**config.mk**
```make
export PLATFORM = sky130hd
export DESIGN_NAME = mii_tx_phase_shift
export DESIGN_NICKNAME = d
export VERILOG_FILES = /design/src/rtl/mts_pkg.sv /design/src/rtl/mts_phase_ctr.sv /design/src/rtl/mts_hold.sv /design/src/rtl/mts_launch.sv /design/src/rtl/mii_tx_phase_shift.sv
export SDC_FILE = /design/constraint.sdc
export NUM_CORES = 1
export LEC_CHECK = 0
export ABC_AREA = 0
export ABC_CLOCK_PERIOD_IN_PS = 3950
export BUFFER_PORTS_ARGS = -buffer_cell sky130_fd_sc_hd__buf_2
export CORE_UTILIZATION = 30
export DETAILED_ROUTE_END_ITERATION = 12
export PLACE_DENSITY = 0.6
export SYNTH_ARGS = -nofsm -noshare
export SYNTH_HDL_FRONTEND = slang
export SYNTH_SLANG_ARGS = --single-unit
```
**constraint.sdc**
```tcl
create_clock -name clk -period 3.95 [get_ports clk]
set_clock_uncertainty 0.2 [all_clocks]
set_input_delay 1.185 -clock clk [delete_from_list [all_inputs] [get_ports clk]]
set_output_delay 1.185 -clock clk [all_outputs]
set_load 0.03 [all_outputs]
```
**src/rtl/mts_pkg.sv**
```systemverilog
package mts_pkg;

  // Default geometry: four fast cycles per reference period, one nibble.
  localparam int unsigned MTS_PHASES_DEF = 4;
  localparam int unsigned MTS_DATA_W_DEF = 4;

  // Width of a phase index; never less than one bit.
  function automatic int unsigned mts_ph_bits(input int unsigned n);
    return (n < 2) ? 1 : $clog2(n);
  endfunction

endpackage

```
**src/rtl/mts_phase_ctr.sv**
```systemverilog
module mts_phase_ctr #(
  parameter int unsigned PHASES = mts_pkg::MTS_PHASES_DEF,
  localparam int unsigned PW = mts_pkg::mts_ph_bits(PHASES)
) (
  input  logic          clk,
  input  logic          rst_n,
  input  logic          ref_stb_i,
  output logic [PW-1:0] edge_ph_o,
  output logic          live_o
);

  localparam logic [PW-1:0] LAST_PH = PW'(PHASES - 1);

  logic [PW-1:0] ph_q;
  logic          seen_q;

  // Phase that the coming edge stands for; a strobe forces zero.
  always_comb begin
    if (ref_stb_i)
      edge_ph_o = '0;
    else if (ph_q == LAST_PH)
      edge_ph_o = '0;
    else
      edge_ph_o = ph_q + PW'(1);
  end

  assign live_o = seen_q | ref_stb_i;

  always_ff @(posedge clk or negedge rst_n) begin
    if (!rst_n) begin
      ph_q   <= LAST_PH;
      seen_q <= 1'b0;
    end else begin
      ph_q <= edge_ph_o;
      if (ref_stb_i)
        seen_q <= 1'b1;
    end
  end

endmodule

```
**src/rtl/mts_hold.sv**
```systemverilog
module mts_hold #(
  parameter int unsigned PHASES = mts_pkg::MTS_PHASES_DEF,
  parameter int unsigned DATA_W = mts_pkg::MTS_DATA_W_DEF,
  localparam int unsigned SW = mts_pkg::mts_ph_bits(PHASES)
) (
  input  logic              clk,
  input  logic              rst_n,
  input  logic              take_i,
  input  logic [SW-1:0]     shift_i,
  input  logic              en_i,
  input  logic [DATA_W-1:0] d_i,
  output logic [SW-1:0]     shift_q_o,
  output logic              en_q_o,
  output logic [DATA_W-1:0] d_q_o
);

  // One nibble and its delay code, taken once per reference period.
  always_ff @(posedge clk or negedge rst_n) begin
    if (!rst_n) begin
      shift_q_o <= '0;
      en_q_o    <= 1'b0;
      d_q_o     <= '0;
    end else if (take_i) begin
      shift_q_o <= shift_i;
      en_q_o    <= en_i;
      d_q_o     <= d_i;
    end
  end

endmodule

```
**src/rtl/mts_launch.sv**
```systemverilog
module mts_launch #(
  parameter int unsigned PHASES = mts_pkg::MTS_PHASES_DEF,
  parameter int unsigned DATA_W = mts_pkg::MTS_DATA_W_DEF,
  localparam int unsigned SW = mts_pkg::mts_ph_bits(PHASES)
) (
  input  logic              clk,
  input  logic              rst_n,
  input  logic              live_i,
  input  logic [SW-1:0]     edge_ph_i,
  input  logic [SW-1:0]     shift_i,
  input  logic [SW-1:0]     shift_q_i,
  input  logic              en_i,
  input  logic [DATA_W-1:0] d_i,
  input  logic              hold_en_i,
  input  logic [DATA_W-1:0] hold_d_i,
  output logic              en_o,
  output logic [DATA_W-1:0] d_o
);

  logic              at_zero;
  logic [SW-1:0]     sh_eff;
  logic              fire;
  logic              src_en;
  logic [DATA_W-1:0] src_d;

  assign at_zero = (edge_ph_i == '0);
  // At phase zero the fresh code rules; later in the period the held one.
  assign sh_eff  = at_zero ? shift_i : shift_q_i;
  assign fire    = live_i && (edge_ph_i == sh_eff);

  generate
    if (PHASES > 1) begin : g_bypass
      // Zero delay bypasses the holding register so no cycle is added.
      assign src_en = at_zero ? en_i : hold_en_i;
      assign src_d  = at_zero ? d_i  : hold_d_i;
    end else begin : g_direct
      logic unused_hold;
      assign unused_hold = hold_en_i ^ (^hold_d_i);
      assign src_en = en_i;
      assign src_d  = d_i;
    end
  endgenerate

  always_ff @(posedge clk or negedge rst_n) begin
    if (!rst_n) begin
      en_o <= 1'b0;
      d_o  <= '0;
    end else if (fire) begin
      en_o <= src_en;
      d_o  <= src_d;
    end
  end

endmodule

```
**src/rtl/mii_tx_phase_shift.sv**
```systemverilog
module mii_tx_phase_shift #(
  parameter int unsigned PHASES = mts_pkg::MTS_PHASES_DEF,
  parameter int unsigned DATA_W = mts_pkg::MTS_DATA_W_DEF,
  localparam int unsigned SW = mts_pkg::mts_ph_bits(PHASES)
) (
  input  logic              clk,
  input  logic              rst_n,
  input  logic              ref_stb_i,
  input  logic [SW-1:0]     shift_i,
  input  logic              tx_en_i,
  input  logic [DATA_W-1:0] tx_d_i,
  output logic              tx_en_o,
  output logic [DATA_W-1:0] tx_d_o
);

  logic [SW-1:0]     edge_ph;
  logic              live;
  logic              take;
  logic [SW-1:0]     shift_q;
  logic              hold_en;
  logic [DATA_W-1:0] hold_d;

  mts_phase_ctr #(.PHASES(PHASES)) u_ctr (
    .clk       (clk),
    .rst_n     (rst_n),
    .ref_stb_i (ref_stb_i),
    .edge_ph_o (edge_ph),
    .live_o    (live)
  );

  assign take = live && (edge_ph == '0);

  mts_hold #(.PHASES(PHASES), .DATA_W(DATA_W)) u_hold (
    .clk       (clk),
    .rst_n     (rst_n),
    .take_i    (take),
    .shift_i   (shift_i),
    .en_i      (tx_en_i),
    .d_i       (tx_d_i),
    .shift_q_o (shift_q),
    .en_q_o    (hold_en),
    .d_q_o     (hold_d)
  );

  mts_launch #(.PHASES(PHASES), .DATA_W(DATA_W)) u_launch (
    .clk       (clk),
    .rst_n     (rst_n),
    .live_i    (live),
    .edge_ph_i (edge_ph),
    .shift_i   (shift_i),
    .shift_q_i (shift_q),
    .en_i      (tx_en_i),
    .d_i       (tx_d_i),
    .hold_en_i (hold_en),
    .hold_d_i  (hold_d),
    .en_o      (tx_en_o),
    .d_o       (tx_d_o)
  );

endmodule

```
# Word-level counts from Yosys, hierarchy flattened

Index checks and enable logic that the tools add are counted.

Output and inout port bits: 5
Input bits: 10
Word-level logic and storage cells: 19
Register bits: 15

Eq/ne operators: 2
Bitwise logic cells: 1
Multiplexer cells: 5
Reduce and logical (&&, ||, !) cells: 3
Add/subtract/negate cells: 1

Operators with widths:

| operator                                     | count |
|---|---|
| two-way mux 2 bit                            | 3 |
| two-way mux 4 bit                            | 1 |
| adder 2 x 1 -> 2 bit (second input constant) | 1 |
| equality test 2 bit                          | 1 |
| equality test 2 bit (second input constant)  | 1 |
| logical AND 1 bit                            | 2 |
| logical NOT 2 bit                            | 1 |
| two-way mux 1 bit                            | 1 |
| bitwise OR 1 bit                             | 1 |

# Longest topological paths before layout

Depth after elaboration: 7
Gate-level depth with buffers: 6
Mapped depth without buffers: 5

# Cells and area by module

A second synthesis with hierarchy kept.

Cells, all modules: 46
Area, all modules: 728.2 sq um

By module, submodules not included:

| module             | cells each | seq. area each (sq um) | area each (sq um) | times used |
|---|---|---|---|---|
| mts_launch         | 22         | 125.1                  | 310.3             | 1 |
| mts_hold           | 15         | 175.2                  | 291.5             | 1 |
| mts_phase_ctr      | 8          | 77.6                   | 113.9             | 1 |
| mii_tx_phase_shift | 1          | 0.0                    | 12.5              | 1 |

# Worst setup path before layout

No wires, ideal clock.

Path kind: input port to flip-flop
Start point: in ref_stb_i
End point: reg u_launch.d_o[0]
Data required time: 3.625 ns
Data arrival time: 2.055 ns
Buffers on the path: 0
Library setup time: 0.125 ns
Stages on the path: 3
Path slack: 1.570 ns
Cell sequence: nor2_1 mux2_2 mux2_4

Word-level cells in the longest chain between the ends: 5
Elaborated cells on any way between the ends: 7
Classes of those cells: 1 x eq/ne; 3 x mux; 1 x bitwise; 2 x reduce/logical

RTL lines:

| what                   | RTL line                | source |
|---|---|---|
| start: declaration     | mii_tx_phase_shift.sv:8 | `input logic ref_stb_i,` |
| two-way mux 2 bit      | mts_phase_ctr.sv:19     | `if (ref_stb_i)` |
| logical NOT 2 bit      | mts_launch.sv:26        | `assign at_zero = (edge_ph_i == '0);` |
| two-way mux 2 bit      | mts_launch.sv:28        | `assign sh_eff = at_zero ? shift_i : shift_q_i;` |
| equality test 2 bit    | mts_launch.sv:29        | `assign fire = live_i && (edge_ph_i == sh_eff);` |
| logical AND 1 bit      | mts_launch.sv:29        |  |
| end signal: assignment | mts_launch.sv:50        | `d_o <= src_d;` |
| end: declaration       | mts_launch.sv:17        | `output logic [DATA_W-1:0] d_o` |

Parallel ways exist; a longest one is shown, timed or not.
A chain may end at the register's enable or synchronous reset.

# Worst setup path after layout

Start point: in ref_stb_i
End point: reg u_launch.en_o

Word-level cells in the longest chain between the ends: 5
Elaborated cells on any way between the ends: 7
Classes of those cells: 1 x eq/ne; 3 x mux; 1 x bitwise; 2 x reduce/logical

RTL lines:

| what                   | RTL line            | source |
|---|---|---|
| two-way mux 2 bit      | mts_phase_ctr.sv:19 |  |
| logical NOT 2 bit      | mts_launch.sv:26    |  |
| two-way mux 2 bit      | mts_launch.sv:28    |  |
| equality test 2 bit    | mts_launch.sv:29    |  |
| logical AND 1 bit      | mts_launch.sv:29    |  |
| end signal: assignment | mts_launch.sv:49    | `en_o <= src_en;` |
| end: declaration       | mts_launch.sv:16    | `output logic en_o,` |

Parallel ways exist; a longest one is shown, timed or not.

==> metrics <==
num ports 15; Avg Inst Size Synth 15.04 um^2; Final Hold Viols 0; Final Cycle Share 59.84%; setup tns final 0 ns; Crit-path slowest cell mux2_2; CTS clk-pin slew, worst paths 0.09 ns; critical path data arrival time 2.34 ns; vias per cell between 4 and 5; CTS tree done; # DRC 0; number of distinct library cells after synthesis 19; Detail Route Antenna Nets 0; root buf cell clkbuf_4; hold depth 1; Pwr Density between 500 and 600 nW/um^2; Initial Util roughly a third; crit-path max cell delay between 0.3 and 0.4 ns; cells on worst reg2reg path 5; Post-Syn Nets slightly below 60; cell row count 17; clock latency on the worst-skew pair around 0.28 ns; Seq cells post-synth 15; CTS sink cnt 15; Int Pwr roughly 0.31 mW; Hold WC Path Type reg2reg; Lkg Pwr ~0.37 nW; per-cell routed wire length 12.64 um; end of the worst register-to-register path u_launch.en_o; number of global-route vias before repair 446; CP endpoint kind register; setup repair after global routing missed its margin no; status finished clean; final max-slew violation count 0; Ant. Diodes 0; Psw ~0.15 mW; Syn-to-layout area delta 16.99%; via count around 420; Die ar. around 2600 um^2; crit path max fanout 6; Sw Share 32.73%; Achievable Freq about 420 MHz; cell count after synthesis 47; GR Overflow Total 0; Core ar. roughly 2200 um^2; WP buf/inv 1; crit path launch type primary input; largest net degree at the start of global routing 16; Post-CTS Resized 0; Final Non-Filler Cells around 90; GP Congestion between 0.7 and 0.8; DP HPWL between 800 and 900 um; Hold EP u_hold.d_q_o[2]; Req. time, crit path between 3 and 4 ns; Worst R2R Setup Slack between 1.5 and 2 ns; most frequent cells in the layout buf_2 (14), dfrtp_1 (13), mux2_2 (12), mux2_4 (5), clkbuf_4 (3); Die Y about 51 um; maximum clock insertion buffer count 2; dpl cell area 800.8 um^2; Final nets 76; Async S/R FF share, synth 100.0%; initial antenna violation count 0; H-tree Lvls 1; final WL approximately 1.2 mm; Port-buffer cells 14; Rel. slew slack between 70 and 80%; sequential share of the synthesized area a little over half; Setup Fix Bufs, Post-CTS 0; YS warnings 0; maximum vdd drop 0.2558 mV; critical setup path kind in2reg; setup ws final between 1.5 and 2 ns; FF-to-FF Start u_ctr.ph_q[0]; all-layer global routing usage around 11%; commonest non-fill, non-tap cell in the layout buf_2; Clk pwr share between 10% and 20%; TritonCTS buffer count 3; EDFF count, synth 0; pre-CTS WS around 1.3 ns; mapped cell area a little over 700 um^2; fin crit period between 2 and 2.5 ns; max cap viols 0; die outline width about 51 um; 1st-iter DRT viols 2; Flop pwr share roughly 45%; combinational power share a little over a third; share of layout cells above drive strength 1 between 60% and 70%; DR pass1 iterations 2; Placed Cells incl. Taps 88; crit-path cells buf_2 -> nor2_1 -> mux2_2 -> mux2_4; worst-margin pin slew roughly 0.44 ns; global-route wire length before repair roughly 2 mm; predominant post-synthesis flop cell dfrtp_1; Final Cell Area roughly 830 um^2; hold buffers post-CTS 0; Hold Path Origin u_hold.d_q_o[2]; worst hold margin a little over 0.3 ns; Final Setup Violations 0; cell family with most CP delay multiplexers
[cells by family (layout without fill, tap and decap cells)]
kind of cell    after synthesis  in the layout  synth area share (%)
mux                          17             17                 29.73
flops                        15             15                 53.45
compound gates                6              6                 6.371
simple gates                  6              6                 6.549
buf+inv                       2             19                 2.123
fa+ha+maj                     1              1                 1.770
[how the worst max path moves through the flow]
stage,to,startpoint,cells past startpoint,slack [ns]
after floorplan,u_launch.d_o[0],ref_stb_i,3,1.57
after global placement,u_launch.en_o,ref_stb_i,4,1.29
after detailed placement,u_launch.d_o[2],ref_stb_i,4,1.28
after CTS,u_launch.d_o[2],ref_stb_i,4,1.58
after global routing,u_launch.d_o[2],ref_stb_i,4,1.55
final,u_launch.en_o,ref_stb_i,4,1.59
[per-layer routing]
layer,GRT usage (%),part of all wire (%),vias up
li1,-,-,203
met1,12.02,48,200
met2,17.78,44,12
met3,6.364,6.6,2
met4,4.167,0.69,0
met5,0,0,-
[flip-flops by register name, summed over array words and instances (netlist names)]
name              flops
u_ctr.ph_q            2
u_ctr.seen_q          1
u_hold.d_q_o          4
u_hold.en_q_o         1
u_hold.shift_q_o      2
u_launch.d_o          4
u_launch.en_o         1
[synth_stat cells, types with 2 or more instances]
cell type | count | share of area (%)
dfrtp_1 | 13 | 46
dfstp_2 | 2 | 7.4
mux2_2 | 12 | 19
mux2_4 | 5 | 11
[stage by stage]
step	power [mW]	util (%)
2_1_floorplan	0.3336	-
3_3_place_gp	0.3707	36.20
3_5_place_dp	0.3724	36.20
4_1_cts	0.4632	37.39
5_1_grt	0.4814	37.39
6_report	0.4551	37.39
[power groups by stage]
| stage | clock network [mW] | registers [mW] | logic (mW) |
|---|---|---|---|
| 2_1_floorplan | 0 | 0.249 | 0.0848 |
| 3_3_place_gp | 0 | 0.209 | 0.162 |
| 3_5_place_dp | 0 | 0.210 | 0.163 |
| 4_1_cts | 0.0922 | 0.208 | 0.163 |
| 5_1_grt | 0.0969 | 0.211 | 0.173 |
| 6_report | 0.0866 | 0.207 | 0.162 |
[area by class of cell]
cell class | count | area, um^2
Timing Repair Buffer | 14 | 70.07
Sequential cell | 15 | 377.9
Tap cell | 28 | 35.03
Clock buffer | 4 | 26.28
Multi-Input combinational cell | 30 | 314.1
Inverter | 1 | 3.754
Fill cell | 224 | 1385
Power figures use the tool's default switching activity.
